<file path="config.mk">
export PLATFORM = sky130hd
export DESIGN_NAME = vram_slot_sched
export DESIGN_NICKNAME = d
export VERILOG_FILES = /design/src/rtl/vss_pkg.sv /design/src/rtl/vss_cfg_regs.sv /design/src/rtl/vss_slot_seq.sv /design/src/rtl/vss_bank_decode.sv /design/src/rtl/vram_slot_sched.sv
export SDC_FILE = /design/constraint.sdc
export NUM_CORES = 1
export LEC_CHECK = 0
export BUFFER_PORTS_ARGS = -buffer_cell sky130_fd_sc_hd__clkbuf_2
export CAP_MARGIN = 30
export CORE_ASPECT_RATIO = 0.7
export CORE_MARGIN = 2
export CORE_UTILIZATION = 50
export CTS_CLUSTER_DIAMETER = 100
export DETAILED_ROUTE_END_ITERATION = 8
export HOLD_SLACK_MARGIN = 0.05
export PLACE_DENSITY = 0.67
export SYNTH_ARGS = -nofsm -noshare
export SYNTH_HDL_FRONTEND = slang
export SYNTH_SLANG_ARGS = --single-unit
</file>
<file path="constraint.sdc">
create_clock -name clk -period 5.2 [get_ports clk]
set_clock_uncertainty 0.1 [all_clocks]
set_input_delay 0.26 -clock clk [delete_from_list [all_inputs] [get_ports clk]]
set_output_delay 0.26 -clock clk [all_outputs]
set_load 0.01 [all_outputs]
</file>
<file path="src/rtl/vss_pkg.sv">
package vss_pkg;
    localparam int SLOTS  = 8;
    localparam int CMD_W  = 4;
    localparam int BANKS  = 4;
    localparam int LYR_W  = 2;
    localparam int TBL_W  = SLOTS * CMD_W;
    localparam int SLOT_W = $clog2(SLOTS);
    localparam int ADDR_W = $clog2(BANKS);

    typedef enum logic [2:0] {
        CL_NONE,
        CL_PN,
        CL_CG,
        CL_CS,
        CL_CPU
    } acc_class_e;

    typedef struct packed {
        acc_class_e       cls;
        logic [LYR_W-1:0] layer;
    } slot_cmd_t;

    typedef enum logic {
        ST_BLANK,
        ST_ACTIVE
    } seq_state_e;

    localparam logic [CMD_W-1:0] CODE_CPU = 4'hE;

    function automatic slot_cmd_t decode_cmd(input logic [CMD_W-1:0] code);
        slot_cmd_t r;
        r.layer = code[LYR_W-1:0];
        unique case (code[CMD_W-1:LYR_W])
            2'b00:   r.cls = CL_PN;
            2'b01:   r.cls = CL_CG;
            2'b10:   r.cls = CL_CS;
            default: begin
                r.cls   = (code == CODE_CPU) ? CL_CPU : CL_NONE;
                r.layer = '0;
            end
        endcase
        return r;
    endfunction
endpackage

</file>
<file path="src/rtl/vss_cfg_regs.sv">
module vss_cfg_regs
    import vss_pkg::*;
(
    input  logic                          clk,
    input  logic                          rst_n,
    input  logic                          wr_en,
    input  logic [ADDR_W-1:0]             wr_addr,
    input  logic [TBL_W-1:0]              wr_data,
    input  logic                          split_in,
    input  logic                          load,
    output logic [BANKS-1:0][TBL_W-1:0]   act_tbl,
    output logic                          act_split
);
    logic [BANKS-1:0][TBL_W-1:0] stg_q;

    always_ff @(posedge clk or negedge rst_n) begin
        if (!rst_n) begin
            stg_q <= '1;
        end else if (wr_en) begin
            stg_q[wr_addr] <= wr_data;
        end
    end

    for (genvar b = 0; b < BANKS; b++) begin : g_act
        always_ff @(posedge clk or negedge rst_n) begin
            if (!rst_n) begin
                act_tbl[b] <= '1;
            end else if (load) begin
                act_tbl[b] <= (wr_en && (wr_addr == ADDR_W'(b))) ? wr_data : stg_q[b];
            end
        end
    end

    always_ff @(posedge clk or negedge rst_n) begin
        if (!rst_n) begin
            act_split <= 1'b1;
        end else if (load) begin
            act_split <= split_in;
        end
    end
endmodule

</file>
<file path="src/rtl/vss_slot_seq.sv">
module vss_slot_seq
    import vss_pkg::*;
(
    input  logic              clk,
    input  logic              rst_n,
    input  logic              disp_en,
    output logic              in_disp,
    output logic [SLOT_W-1:0] slot,
    output logic              load
);
    seq_state_e        st_q, st_d;
    logic [SLOT_W-1:0] slot_q, slot_d;

    always_ff @(posedge clk or negedge rst_n) begin
        if (!rst_n) begin
            st_q   <= ST_BLANK;
            slot_q <= '0;
        end else begin
            st_q   <= st_d;
            slot_q <= slot_d;
        end
    end

    always_comb begin
        st_d   = st_q;
        slot_d = '0;
        unique case (st_q)
            ST_BLANK: begin
                if (disp_en) st_d = ST_ACTIVE;
            end
            ST_ACTIVE: begin
                if (!disp_en) begin
                    st_d = ST_BLANK;
                end else if (slot_q != SLOT_W'(SLOTS - 1)) begin
                    slot_d = slot_q + SLOT_W'(1);
                end
            end
        endcase
    end

    always_comb begin
        in_disp = (st_q == ST_ACTIVE);
        slot    = slot_q;
        load    = (st_q == ST_BLANK) || (slot_q == SLOT_W'(SLOTS - 1));
    end
endmodule

</file>
<file path="src/rtl/vss_bank_decode.sv">
module vss_bank_decode
    import vss_pkg::*;
(
    input  logic [TBL_W-1:0]  tbl,
    input  logic [SLOT_W-1:0] slot,
    input  logic              in_disp,
    output logic              pn,
    output logic              cg,
    output logic              cs,
    output logic              cpu,
    output logic [LYR_W-1:0]  layer
);
    logic [CMD_W-1:0] code;
    slot_cmd_t        dec;

    always_comb begin
        code = '1;
        for (int s = 0; s < SLOTS; s++) begin
            if (slot == SLOT_W'(s)) code = tbl[(SLOTS - 1 - s) * CMD_W +: CMD_W];
        end
        dec = decode_cmd(code);
    end

    always_comb begin
        pn    = 1'b0;
        cg    = 1'b0;
        cs    = 1'b0;
        cpu   = 1'b0;
        layer = '0;
        if (!in_disp) begin
            cpu = 1'b1;
        end else begin
            unique case (dec.cls)
                CL_PN:   pn  = 1'b1;
                CL_CG:   cg  = 1'b1;
                CL_CS:   cs  = 1'b1;
                CL_CPU:  cpu = 1'b1;
                default: ;
            endcase
            layer = dec.layer;
        end
    end
endmodule

</file>
<file path="src/rtl/vram_slot_sched.sv">
module vram_slot_sched
    import vss_pkg::*;
(
    input  logic                     clk,
    input  logic                     rst_n,
    input  logic                     cfg_wr_en,
    input  logic [ADDR_W-1:0]        cfg_addr,
    input  logic [TBL_W-1:0]         cfg_wdata,
    input  logic                     split_en,
    input  logic                     disp_active,
    input  logic                     cpu_req,
    input  logic [ADDR_W-1:0]        cpu_bank,
    output logic                     cpu_ack,
    output logic [SLOT_W-1:0]        slot_idx,
    output logic [BANKS-1:0]         gnt_pn,
    output logic [BANKS-1:0]         gnt_cg,
    output logic [BANKS-1:0]         gnt_cs,
    output logic [BANKS-1:0]         gnt_cpu,
    output logic [BANKS*LYR_W-1:0]   gnt_layer
);
    logic                        in_disp;
    logic                        load;
    logic                        act_split;
    logic [BANKS-1:0][TBL_W-1:0] act_tbl;

    vss_slot_seq u_seq (
        .clk     (clk),
        .rst_n   (rst_n),
        .disp_en (disp_active),
        .in_disp (in_disp),
        .slot    (slot_idx),
        .load    (load)
    );

    vss_cfg_regs u_cfg (
        .clk       (clk),
        .rst_n     (rst_n),
        .wr_en     (cfg_wr_en),
        .wr_addr   (cfg_addr),
        .wr_data   (cfg_wdata),
        .split_in  (split_en),
        .load      (load),
        .act_tbl   (act_tbl),
        .act_split (act_split)
    );

    for (genvar b = 0; b < BANKS; b++) begin : g_bank
        localparam int PAIR = b - (b % 2);
        logic [TBL_W-1:0] eff_tbl;

        assign eff_tbl = act_split ? act_tbl[b] : act_tbl[PAIR];

        vss_bank_decode u_dec (
            .tbl     (eff_tbl),
            .slot    (slot_idx),
            .in_disp (in_disp),
            .pn      (gnt_pn[b]),
            .cg      (gnt_cg[b]),
            .cs      (gnt_cs[b]),
            .cpu     (gnt_cpu[b]),
            .layer   (gnt_layer[b*LYR_W +: LYR_W])
        );
    end

    assign cpu_ack = cpu_req && gnt_cpu[cpu_bank];
endmodule

</file>
# Yosys cells after proc, flatten, opt, wreduce, memory -nomap -nowiden
# Index checks and enable logic that the tools add are counted.
# Widths: inputs -> output; s select.
[word_totals]
regBits = 261
in_bits = 42
elab_cells = 167
[classes]
addsub = 1
magnitude_cmp = 3
n_eq_ne = 39
n_mux = 95
bitwise = 1
reduce_logical = 17
[ops]
columns = ["cell", "n"]
rows = [
  ["$mux 32", 7],
  ["$bwmux 128", 1],
  ["$mux 4", 32],
  ["$demux 32 s2", 1],
  ["$pmux 3 s3", 4],
  ["$mux 1", 34],
  ["$eq 3x2->1 const B", 10],
  ["$eq 3x3->1 const B", 8],
  ["$mux 3", 7],
  ["$eq 4x4->1 const B", 4],
  ["$mux 2", 8],
  ["$eq 3x1->1 const B", 5],
  ["$eq 2x2->1 const B", 6],
  ["$reduce_or 3->1", 4],
  ["$eq 2x1->1 const B", 5],
  ["$logic_not 2->1", 5],
  ["$logic_and 1x1->1", 6],
  ["$lt 2x3->1 const B", 2],
  ["$add 3x1->3 const B", 1],
  ["$logic_not 3->1", 1],
  ["$ne 3x3->1 const B", 1],
  ["$bmux 1 s2", 1],
  ["$ge 2x1->1 const B", 1],
  ["$logic_or 1x1->1", 1],
  ["$not 1->1", 1],
]

# Depth between registers and ports, before layout
# Gate-level depths: netlist of run 1.
[depth]
word_depth = 18
ltp_mapped = 13

# Hierarchy
# A second synthesis of run 1 with hierarchy kept.
[hier_totals]
cells_unflattened = 1194
hier_area_um2 = 12503.2
[modules_own_cells]
columns = ["module", "instances", "cells_each", "area_each_um2", "seq_area_each_um2"]
rows = [
  ["vss_cfg_regs", 1, 963, 9899.5, 6752.7],
  ["vss_bank_decode", 4, 37, 404.1, 0.0],
  ["vram_slot_sched", 1, 73, 828.3, 0.0],
  ["vss_slot_seq", 1, 10, 158.9, 100.1],
]

# Least setup slack after synthesis of run 1
# No wires, ideal clock.
[synth_timing]
path_type = "register to output"
from = "register u_seq.slot_q[2], in the netlist u_seq.slot[2]"
to = "output port cpu_ack"
t_arrival_ns = 2.472
t_required_ns = 4.840
path_slack_ns = 2.368
stages_incl_launch_ff = 12
path_buffers = 3
path_cell_list = "dfrtp_1 > buf_6 > clkinv_1 > ha_1 > buf_2 > clkbuf_1 > a221oi_2 > nand4_1 > a32oi_2 > nand4b_1 > mux2i_1 > o221a_1"
[synth_via]
elab_chain_len = 18
word_cells_on_any_way = 79
[synth_rtl]
columns = ["element", "line", "rtl"]
rows = [
  ["start: declaration", "vss_slot_seq.sv:12", "logic [SLOT_W-1:0] slot_q, slot_d;"],
  ["start signal: assignment", "vss_slot_seq.sv:20", "slot_q <= slot_d;"],
  ["$logic_not 3->1", "vss_bank_decode.sv:19", "if (slot == SLOT_W'(s)) code = tbl[(SLOTS - 1 - s) * CMD_W +: CMD_W];"],
  ["$mux 4 (8 in series)", "vss_bank_decode.sv:19", ""],
  ["$eq 4x4->1", "vss_pkg.sv:38", "r.cls = (code == CODE_CPU) ? CL_CPU : CL_NONE;"],
  ["$mux 3", "vss_pkg.sv:38", ""],
  ["$pmux 3 s3", "vss_pkg.sv:33", "unique case (code[CMD_W-1:LYR_W])"],
  ["$eq 3x3->1", "vss_bank_decode.sv:33", "unique case (dec.cls)"],
  ["$mux 1", "vss_bank_decode.sv:33", ""],
  ["$mux 1", "vss_bank_decode.sv:30", "if (!in_disp) begin"],
  ["$bmux 1 s2 (*)", "vram_slot_sched.sv:65", "assign cpu_ack = cpu_req && gnt_cpu[cpu_bank];"],
  ["$mux 1 (implied by the code) (*)", "vram_slot_sched.sv:65", ""],
  ["$logic_and 1x1->1 (*)", "vram_slot_sched.sv:65", ""],
  ["end: declaration", "vram_slot_sched.sv:13", "output logic cpu_ack,"],
]
# Mark *: on every way between the ends. The rest lies on a longest branch, timed or not. The select of a mux whose other input is x is not followed.

# Worst setup path after layout of run 1
# Ends and elaborated chain as after synthesis.

==> reports/metrics.yaml, run 1 <==
run_status:
  status: "finished clean"
die:
  die_area_mm2: 0.0264
  io-pin-count: 70
  row_count: 48
  coreArea_mm2: 0.0246
  die_w_um: 193
  initial_utilization: 0.509
  die_height_um: 136
worst_setup_path:
  reg2reg_depth: 7
  cp_data_arrival_time_ns: 4.17
  cp.required_ns: 4.84
  path_max_fanout: 25
  r2r_end: "u_cfg.act_tbl[84]$_DFFE_PN1P_"
  rr_startpoint: "u_seq.slot[2]$_DFF_PN0_"
  end_kind: "output pin"
  regToRegSetupSlack_ns: 1.84
  critPathKind: "reg2out"
  start_kind: "register"
route:
  postRouteAntennaNets: 0
  drc: 0
  drt-total-wl_um: 31900
  drtPass1Iterations: 6
  drt_iter0_drc: 714
  wl_per_cell_um: 20.0
  viasPerCell: 5.56
  via_count: 8853
finish:
  final_cell_mix: "389 x nor2_1, 256 x dfstp_2, 136 x mux2_2"
  area_delta_synth_final_pct: 13.9
  layout-drive-gt1-share: 0.424
  stdcell_area_mm2: 0.0143
  final_nets: 1296
  n_antenna_cell: 0
  final_common_cell: "nor2_1"
placement:
  dpl.hpwl_um: 21800
  placedInstanceArea_mm2: 0.0130
  gp_congestion: 1.06
  io_buffers: 69
synthesis:
  syn_nets: 1239
  synthCells: 1191
  async_reset_ff_frac: 1.00
  synth_cell_types: 57
  yosysTopAreaCell: "dfstp_2"
  synth.area.top_cells: "dfstp_2 54%, mux2_2 12%, nor2_1 12%"
  syn_area_mm2: 0.0125
  synth_top_area_frac: 0.539
  synthFlopType: "dfstp_2"
  synth_edf_count: 0
  postSynthAreaPerCell_um2: 10.5
  ys_seq_area_frac: 0.547
  synth_warnings: 0
  ys_ff_latch: 261
sta:
  timing.setup.tns_ns: 0
  clock.fmax_mhz: 221
  hold_viol: 0
  drv_slew: 0
  timing.final.crit_share: 0.870
  rsz0062_at_grt: "false"
  tightestPinTransition_ns: 0.912
  timing.hold.ws_ns: 0.358
  max_slew_margin: 0.392
  finalSetupViolCount: 0
  fin_crit_ns: 4.53
run:
  drv_cap: 0
min_path:
  hp-class: "in2reg"
  holdPathEnd: "u_cfg.act_split$_DFFE_PN1P_"
  hold_start: "split_en"
  hold_path_depth: 4
cts:
  ctsHoldBuffers: 35
  cts_tree: "done"
  post_cts_resized: 0
  cts_buffers: 25
  cts.sinks: 261
  cts_max_level: 1
  cts-root-buf: "clkbuf_16"
  clk_pin_slew_ns: 0.07
  ctsLongestPathBuffers: 3
  postCtsSetupBuffers: 0
  clock_latency_ns: 0.53
power:
  p_leak_nw: 5.96
  max-vdd-ir-drop_mv: 0.289
  power.density_mw_per_mm2: 412
global_routing:
  grt_antenna_before_repair: 1
  first_global_vias: 8690
  grt_overflow: 0
  grt_start_max_net_pins: 143
  grt_pass1_wl_um: 50500
  grt_use_total: 0.244
==> per-stage QoR <==
step,power (W),std cells,worst slack (ns),utilization
detailed placement,0.00387,1511,1.35,0.528
finish,0.00588,1592,0.675,0.580
CTS,0.00591,1592,0.767,0.580
floorplan,0.00351,1191,2.37,-
global placement,0.00383,1508,1.53,0.526
global route,0.00614,1592,0.414,0.580
==> per-layer routing <==
layer,GRT usage,wire (um),share of wire
met2,0.360,13500,0.42
met3,0.0394,2070,0.065
met5,0,0,0
met1,0.378,15700,0.49
met4,0.0488,635,0.020
==> power breakdown <==
group	internal, W	switching [W]	total (W)	leakage [nW]
Sequential	0.00266	0.000218	0.00287	2.76
Clock	0.00122	0.000799	0.00202	0.452
Combinational	0.000443	0.000550	0.000993	2.75
==> logic make-up after synthesis <==
| family | after synthesis | synth area share |
|---|---|---|
| AND/OR/NAND/NOR | 505 | 0.168 |
| multiplexers | 192 | 0.167 |
| flip-flops | 261 | 0.547 |
| adder cells (fa/ha/maj) | 6 | 0.00599 |
| AO/OA/AOI/OAI | 119 | 0.0673 |
| buffers and inverters | 108 | 0.0444 |
==> critical path: stages, from the launching register on <==
cell,delay (ns)
dfrtp_1,0.32
buf_4,0.27
clkinv_1,0.31
ha_1,0.56
nor2_1,0.71
o311ai_1,0.27
a32oi_1,0.26
o21ai_1,0.26
nand4b_4,0.19
mux2i_1,0.09
o221a_1,0.26
clkbuf_2,0.13
==> cell type report <==
type / count / area, um2
Sequential cell: 261 / 6860
Tap cell: 325 / 407
Inverter: 18 / 67.6
Multi-Input combinational cell: 822 / 5150
Timing Repair Buffer: 120 / 883
Clock inverter: 13 / 196
Fill cell: 2119 / 10400
Clock buffer: 33 / 716
==> Yosys cell counts, types with 3 or more instances <==
| library cell | n |
|---|---|
| and3_1 | 8 |
| nor2_1 | 389 |
| buf_4 | 22 |
| dfstp_2 | 257 |
| mux2i_1 | 56 |
| o21ai_1 | 4 |
| and2_1 | 4 |
| a21boi_1 | 3 |
| a22o_1 | 5 |
| buf_2 | 16 |
| mux2_2 | 136 |
| a22oi_1 | 13 |
| o21ai_0 | 13 |
| dfrtp_1 | 4 |
| nand2b_1 | 8 |
| a31oi_1 | 14 |
| a32oi_1 | 3 |
| ha_1 | 6 |
| inv_1 | 17 |
| a221oi_1 | 3 |
| nor3b_1 | 9 |
| o211ai_1 | 4 |
| nand2_1 | 48 |
| buf_6 | 5 |
| nor3_1 | 5 |
| nand3_1 | 6 |
| buf_1 | 8 |
| clkbuf_1 | 38 |
| a21oi_1 | 32 |
| nand3b_1 | 3 |
| nor2b_1 | 14 |
==> worst max path at each step <==
| stage | start | to | slack (ns) | cells after the start |
|---|---|---|---|---|
| 2_1_floorplan | u_seq.slot[2]$_DFF_PN0_ | cpu_ack | 2.37 | 11 |
| 3_3_place_gp | u_seq.slot[2]$_DFF_PN0_ | cpu_ack | 1.53 | 11 |
| 3_5_place_dp | u_seq.slot[2]$_DFF_PN0_ | cpu_ack | 1.35 | 11 |
| 4_1_cts | u_seq.slot[2]$_DFF_PN0_ | cpu_ack | 0.77 | 11 |
| 5_1_grt | u_seq.slot[2]$_DFF_PN0_ | cpu_ack | 0.41 | 11 |
| 6_report | u_seq.slot[2]$_DFF_PN0_ | cpu_ack | 0.67 | 11 |
==> state kept, by name (all words and copies together) (netlist names) <==
signal	flops
u_seq.in_disp	1
u_cfg.act_split	1
u_cfg.act_tbl	128
u_cfg.stg_q	128
u_seq.slot	3
No activity file was read; power rests on OpenSTA's default activity.
==> run 2: changes to the inputs <==
--- a/config.mk
+++ b/config.mk
@@ -5,7 +5,7 @@
 export SDC_FILE = /design/constraint.sdc
 export NUM_CORES = 1
 export LEC_CHECK = 0
-export BUFFER_PORTS_ARGS = -buffer_cell sky130_fd_sc_hd__clkbuf_2
+export BUFFER_PORTS_ARGS = -buffer_cell sky130_fd_sc_hd__buf_2
 export CAP_MARGIN = 30
 export CORE_ASPECT_RATIO = 0.7
 export CORE_MARGIN = 2
@@ -14,6 +14,7 @@
 export DETAILED_ROUTE_END_ITERATION = 8
 export HOLD_SLACK_MARGIN = 0.05
 export PLACE_DENSITY = 0.67
+export SLEW_MARGIN = 10
 export SYNTH_ARGS = -nofsm -noshare
 export SYNTH_HDL_FRONTEND = slang
 export SYNTH_SLANG_ARGS = --single-unit
==> run 2 against run 1 <==
  * Routed wire length rose by 0.31%
  * Sequential power barely moved
  * Register-to-register slack improved by 0.14 ns
  * Critical endpoint unchanged
  * Clock-buffer cell count fell by 1
  * First-iteration DRC count rose by 10%
  * Clock power fell by 6%
  * Cell area fell by 0.31%
  * Setup slack improved by 0.095 ns
  * Die area did not move
==> reports/metrics.yaml, run 2 (synthesis gave the netlist of run 1 again) <==
global_routing:
  grt_use_total: 0.245  # was 0.244
  grt_antenna_before_repair: 0  # was 1
  grt_pass1_wl_um: 50300  # was 50500 um
  grt_overflow: 0  # unchanged
  first_global_vias: 8660  # was 8690
  grt_start_max_net_pins: 133  # was 143
route:
  viasPerCell: 5.62  # was 5.56
  via_count: 8955  # was 8853
  drt-total-wl_um: 32000  # was 31900 um
  postRouteAntennaNets: 0  # unchanged
  wl_per_cell_um: 20.1  # was 20.0 um
  drtPass1Iterations: 7  # was 6
  drt_iter0_drc: 787  # was 714
  drc: 0  # unchanged
die:
  die_height_um: 136  # unchanged
  die_area_mm2: 0.0264  # unchanged
  row_count: 48  # unchanged
  io-pin-count: 70  # unchanged
  die_w_um: 193  # unchanged
  initial_utilization: 0.509  # unchanged
  coreArea_mm2: 0.0246  # unchanged
sta:
  rsz0062_at_grt: "false"  # unchanged
  fin_crit_ns: 4.43  # was 4.53 ns
  drv_slew: 0  # unchanged
  max_slew_margin: 0.343  # was 0.392
  hold_viol: 0  # unchanged
  finalSetupViolCount: 0  # unchanged
  clock.fmax_mhz: 226  # was 221 MHz
  timing.final.crit_share: 0.852  # was 0.870
  timing.setup.tns_ns: 0  # unchanged
  tightestPinTransition_ns: 0.985  # was 0.912 ns
finish:
  n_antenna_cell: 0  # unchanged
  final_common_cell: "nor2_1"  # unchanged
  area_delta_synth_final_pct: 13.5  # was 13.9%
  regArea_mm2: 0.00686  # unchanged
  multi_input_area_mm2: 0.00515  # unchanged
  final_cell_mix: "389 x nor2_1, 256 x dfstp_2, 136 x mux2_2"  # unchanged
  layout-drive-gt1-share: 0.424  # about the same
  stdcell_area_mm2: 0.0142  # was 0.0143 mm2
  fillers: 2096  # was 2119
  final_nets: 1297  # was 1296
cts:
  cts_buffers: 26  # was 25
  cts_tree: "done"  # unchanged
  clk_pin_slew_ns: 0.07  # about the same
  post_cts_resized: 0  # unchanged
  cts-root-buf: "clkbuf_16"  # unchanged
  cts.sinks: 261  # unchanged
  cts_max_level: 1  # unchanged
  ctsLongestPathBuffers: 3  # unchanged
  ctsHoldBuffers: 35  # unchanged
  postCtsSetupBuffers: 0  # unchanged
  clock_latency_ns: 0.55  # was 0.53 ns
placement:
  gp_congestion: 1.02  # was 1.06
  placedInstanceArea_mm2: 0.0130  # about the same
  dpl.hpwl_um: 21600  # was 21800 um
  io_buffers: 69  # unchanged
worst_setup_path:
  start_kind: "register"  # unchanged
  end_kind: "output pin"  # unchanged
  startpoint: "u_seq.slot[2]$_DFF_PN0_"  # unchanged
  critPathKind: "reg2out"  # unchanged
  endpoint: "cpu_ack"  # unchanged
  cp.required_ns: 4.84  # about the same
  regToRegSetupSlack_ns: 1.98  # was 1.84 ns
  path_max_fanout: 25  # unchanged
  r2r_end: "u_cfg.act_tbl[18]$_DFFE_PN1P_"  # was u_cfg.act_tbl[84]$_DFFE_PN1P_
  reg2reg_depth: 8  # was 7
  rr_startpoint: "u_seq.slot[2]$_DFF_PN0_"  # unchanged
  cp_data_arrival_time_ns: 4.07  # was 4.17 ns
run:
  drv_cap: 0  # unchanged
run_status:
  status: "finished clean"  # unchanged
power:
  max-vdd-ir-drop_mv: 0.281  # was 0.289 mV
  power.density_mw_per_mm2: 405  # was 412 mW/mm2
  p_leak_nw: 5.94  # was 5.96 nW
min_path:
  hold_start: "disp_active"  # was split_en
  hp-class: "in2reg"  # unchanged
-- run 2: final cells by class --
class	instances	area share
clock buffers	32	0.0502
clock inverters	16	0.0103
inverters	18	0.00475
multi-input cells	822	0.362
flip-flops and latches	261	0.482
well taps	325	0.0286
repair buffers	120	0.0626
-- run 2: worst min-delay path by stage --
stage	cells past startpoint	to	slack, ns
finish	2	u_seq.in_disp$_DFF_PN0_	0.33
global route	2	u_seq.in_disp$_DFF_PN0_	0.34
CTS	2	u_seq.in_disp$_DFF_PN0_	0.31
detailed placement	1	u_seq.in_disp$_DFF_PN0_	0.34
global placement	1	u_seq.in_disp$_DFF_PN0_	0.33
floorplan	0	u_seq.in_disp$_DFF_PN0_	-0.14
-- run 2: stage by stage --
stage	total power [W]	util	hold WS, ns	setup slack (ns)	std cells
floorplan	0.00351	-	-0.136	2.37	1191
global placement	0.00383	0.526	0.335	1.57	1508
detailed placement	0.00387	0.529	0.343	1.46	1511
CTS	0.00580	0.578	0.309	0.863	1594
global route	0.00603	0.578	0.336	0.472	1594
finish	0.00577	0.578	0.327	0.769	1594
-- run 2: critical path: stages (launching register included) --
cell	delay, ns
dfrtp_1	0.33
buf_4	0.26
clkinv_1	0.29
ha_1	0.54
nor2_1	0.67
o311ai_1	0.25
a32oi_1	0.24
o21ai_1	0.27
nand4b_4	0.20
mux2i_1	0.09
o221a_1	0.24
buf_2	0.14
-- run 2: per-layer routing --
layer	share of wire	routed length, um	GRT usage
met3	0.057	1840	0.0399
met4	0.018	573	0.0441
met1	0.49	15800	0.379
met2	0.43	13800	0.363
met5	0	0	0
-- run 2: where the power goes --
part           internal [W]  switching (W)  total [W]
Sequential          0.00266       0.000220    0.00288
Combinational      0.000444       0.000555   0.000998
Clock               0.00108       0.000810    0.00189
Total               0.00418        0.00159    0.00577
==> run 3: changes to the inputs <==
--- a/config.mk
+++ b/config.mk
@@ -14,6 +14,7 @@
 export DETAILED_ROUTE_END_ITERATION = 8
 export HOLD_SLACK_MARGIN = 0.05
 export PLACE_DENSITY = 0.67
+export RECOVER_POWER = 25
 export SLEW_MARGIN = 10
 export SYNTH_ARGS = -nofsm -noshare
 export SYNTH_HDL_FRONTEND = slang
==> constraint.sdc (replaced) <==
create_clock -name clk -period 5.45 [get_ports clk]
set_clock_uncertainty 0.1 [all_clocks]
set_input_delay 0.2725 -clock clk [delete_from_list [all_inputs] [get_ports clk]]
set_output_delay 0.2725 -clock clk [all_outputs]
set_load 0.01 [all_outputs]
==> run 3 against run 2 <==
  * Critical endpoint unchanged
  * Largest cell class unchanged
  * First-iteration DRC count down 20%
  * Critical path depth unchanged
  * Power down 4.6%
  * Cell count down 0.31%
  * The run now ends with capacitance limit, slew limit left
  * Clock power down 3%
  * Register-to-register slack better by 0.43 ns
  * Critical path type unchanged
  * Sequential power down 5%
==> reports/metrics.yaml, run 3 (synthesis gave the netlist of run 1 again) <==
finish:
  fillers: 2165  # was 2096
  final_nets: 1294  # was 1297
  n_antenna_cell: 0  # unchanged
  regArea_mm2: 0.00686  # unchanged
  multi_input_area_mm2: 0.00515  # unchanged
  layout-drive-gt1-share: 0.392  # was 0.424
  area_delta_synth_final_pct: 12.8  # was 13.5%
  final_common_cell: "nor2_1"  # unchanged
  fin_util: 0.574  # was 0.578
  final_cell_mix: "389 x nor2_1, 256 x dfstp_2, 106 x mux2_2"  # was 389 x nor2_1, 256 x dfstp_2, 136 x mux2_2
  stdcell_area_mm2: 0.0141  # was 0.0142 mm2
cts:
  cts.sinks: 261  # unchanged
  ctsLongestPathBuffers: 3  # unchanged
  cts_buffers: 25  # was 26
  cts-root-buf: "clkbuf_16"  # unchanged
  clk_pin_slew_ns: 0.07  # about the same
  clock_latency_ns: 0.54  # was 0.55 ns
  cts_tree: "done"  # unchanged
  cts_max_level: 1  # unchanged
sta:
  tightestPinTransition_ns: 2.91  # was 0.985 ns
  fin_crit_ns: 4.65
  timing.setup.tns_ns: 0  # unchanged
  finalSetupViolCount: 0  # unchanged
  hold_viol: 0  # unchanged
  timing.final.crit_share: 0.853
  max_slew_margin: -0.938  # was 0.343
  clock.fmax_mhz: 215
  rsz0062_at_grt: "false"  # unchanged
  drv_slew: 217  # was 0
route:
  viasPerCell: 5.56  # was 5.62
  drt-total-wl_um: 32100  # was 32000 um
  wl_per_cell_um: 20.2  # was 20.1 um
  via_count: 8829  # was 8955
  drt_iter0_drc: 628  # was 787
  drtPass1Iterations: 6  # was 7
  postRouteAntennaNets: 0  # unchanged
  drc: 0  # unchanged
worst_setup_path:
  critPathKind: "reg2out"  # unchanged
  cp.required_ns: 5.08  # was 4.84 ns
  cp_data_arrival_time_ns: 4.28  # was 4.07 ns
  path_max_fanout: 25  # unchanged
  end_kind: "output pin"  # unchanged
  start_kind: "register"  # unchanged
global_routing:
  grt_pass1_wl_um: 50700  # was 50300 um
  grt_overflow: 0  # unchanged
  first_global_vias: 8705  # was 8660
  grt_use_total: 0.246  # was 0.245
  grt_antenna_before_repair: 0  # unchanged
  grt_start_max_net_pins: 145  # was 133
placement:
  dpl.hpwl_um: 21600  # about the same
  gp_congestion: 1.02  # about the same
  io_buffers: 69  # unchanged
  placedInstanceArea_mm2: 0.0129  # was 0.0130 mm2
power:
  power.density_mw_per_mm2: 389  # was 405 mW/mm2
  p_leak_nw: 5.89  # was 5.94 nW
  max-vdd-ir-drop_mv: 0.310  # was 0.281 mV
die:
  row_count: 48  # unchanged
  die_area_mm2: 0.0264  # unchanged
  initial_utilization: 0.509  # unchanged
  die_height_um: 136  # unchanged
  die_w_um: 193  # unchanged
  coreArea_mm2: 0.0246  # unchanged
  io-pin-count: 70  # unchanged
min_path:
  hp-class: "in2reg"  # unchanged
run:
  drv_cap: 4  # was 0
run_status:
  status: "complete, but fails checks"  # was finished clean
  failed_checks: "capacitance limit, slew limit"
-- run 3: per-layer routing --
metal	vias to the layer above	global-route usage	wire length, um
met1	4466	0.385	16500
met4	0	0.0657	886
met5	-	0	0
li1	4082	-	-
met3	52	0.0325	1420
met2	229	0.356	13300
-- run 3: report_power, final --
| group | leakage, nW | internal (W) | switching, W |
|---|---|---|---|
| combinational | 2.71 | 0.000410 | 0.000528 |
| sequential | 2.76 | 0.00253 | 0.000203 |
| clock | 0.423 | 0.00108 | 0.000747 |
| total | 5.89 | 0.00403 | 0.00148 |
-- run 3: worst paths after layout --
check                           slack [ns]                             end  cells after the start                            from
worst max-delay path                  0.80                         cpu_ack                     11         u_seq.slot[2]$_DFF_PN0_
worst min-delay path                  0.37     u_cfg.act_split$_DFFE_PN1P_                      4                        split_en
worst max register to register        2.41   u_cfg.act_tbl[18]$_DFFE_PN1P_                      6         u_seq.slot[2]$_DFF_PN0_
worst min register to register        0.40  u_cfg.act_tbl[115]$_DFFE_PN1P_                      2  u_cfg.act_tbl[115]$_DFFE_PN1P_
max in group asynchronous             2.43         u_seq.slot[1]$_DFF_PN0_                      2                           rst_n
min in group asynchronous             1.16         u_seq.slot[2]$_DFF_PN0_                      2                           rst_n
-- run 3: metrics by stage --
step                hold slack (ns)  total power [W]  setup WS [ns]  std cells
detailed placement            0.336          0.00369           1.55       1509
CTS                           0.339          0.00554          0.968       1589
floorplan                    -0.123          0.00335           2.61       1191
global route                  0.392          0.00574          0.633       1589
finish                        0.373          0.00550          0.800       1589
global placement              0.337          0.00366           1.60       1509
-- run 3: layout make-up --
type / instances / share of cell area
clock buffer: 37 / 0.0524
clock inverter: 8 / 0.00858
inverter: 18 / 0.00478
multi-input combinational: 822 / 0.364
sequential: 261 / 0.485
tap: 325 / 0.0288
timing repair buffer: 118 / 0.0565
-- run 3: repair_timing --
| item | 4_1_cts | 5_1_grt |
|---|---|---|
| buffers inserted | 0 | 0 |
| resized for setup | 0 | 0 |
| hold buffers | 35 | 0 |
| hold endpoints to repair | 138 | 0 |
-- run 3: critical path, cell delays in order, from the launching register on --
cell	delay, ns
dfrtp_1	0.34
buf_4	0.28
clkinv_1	0.32
ha_1	0.57
nor2_1	0.76
o311ai_1	0.26
a32oi_1	0.25
o21ai_1	0.25
nand4b_4	0.19
mux2i_1	0.09
o221a_1	0.26
buf_2	0.14
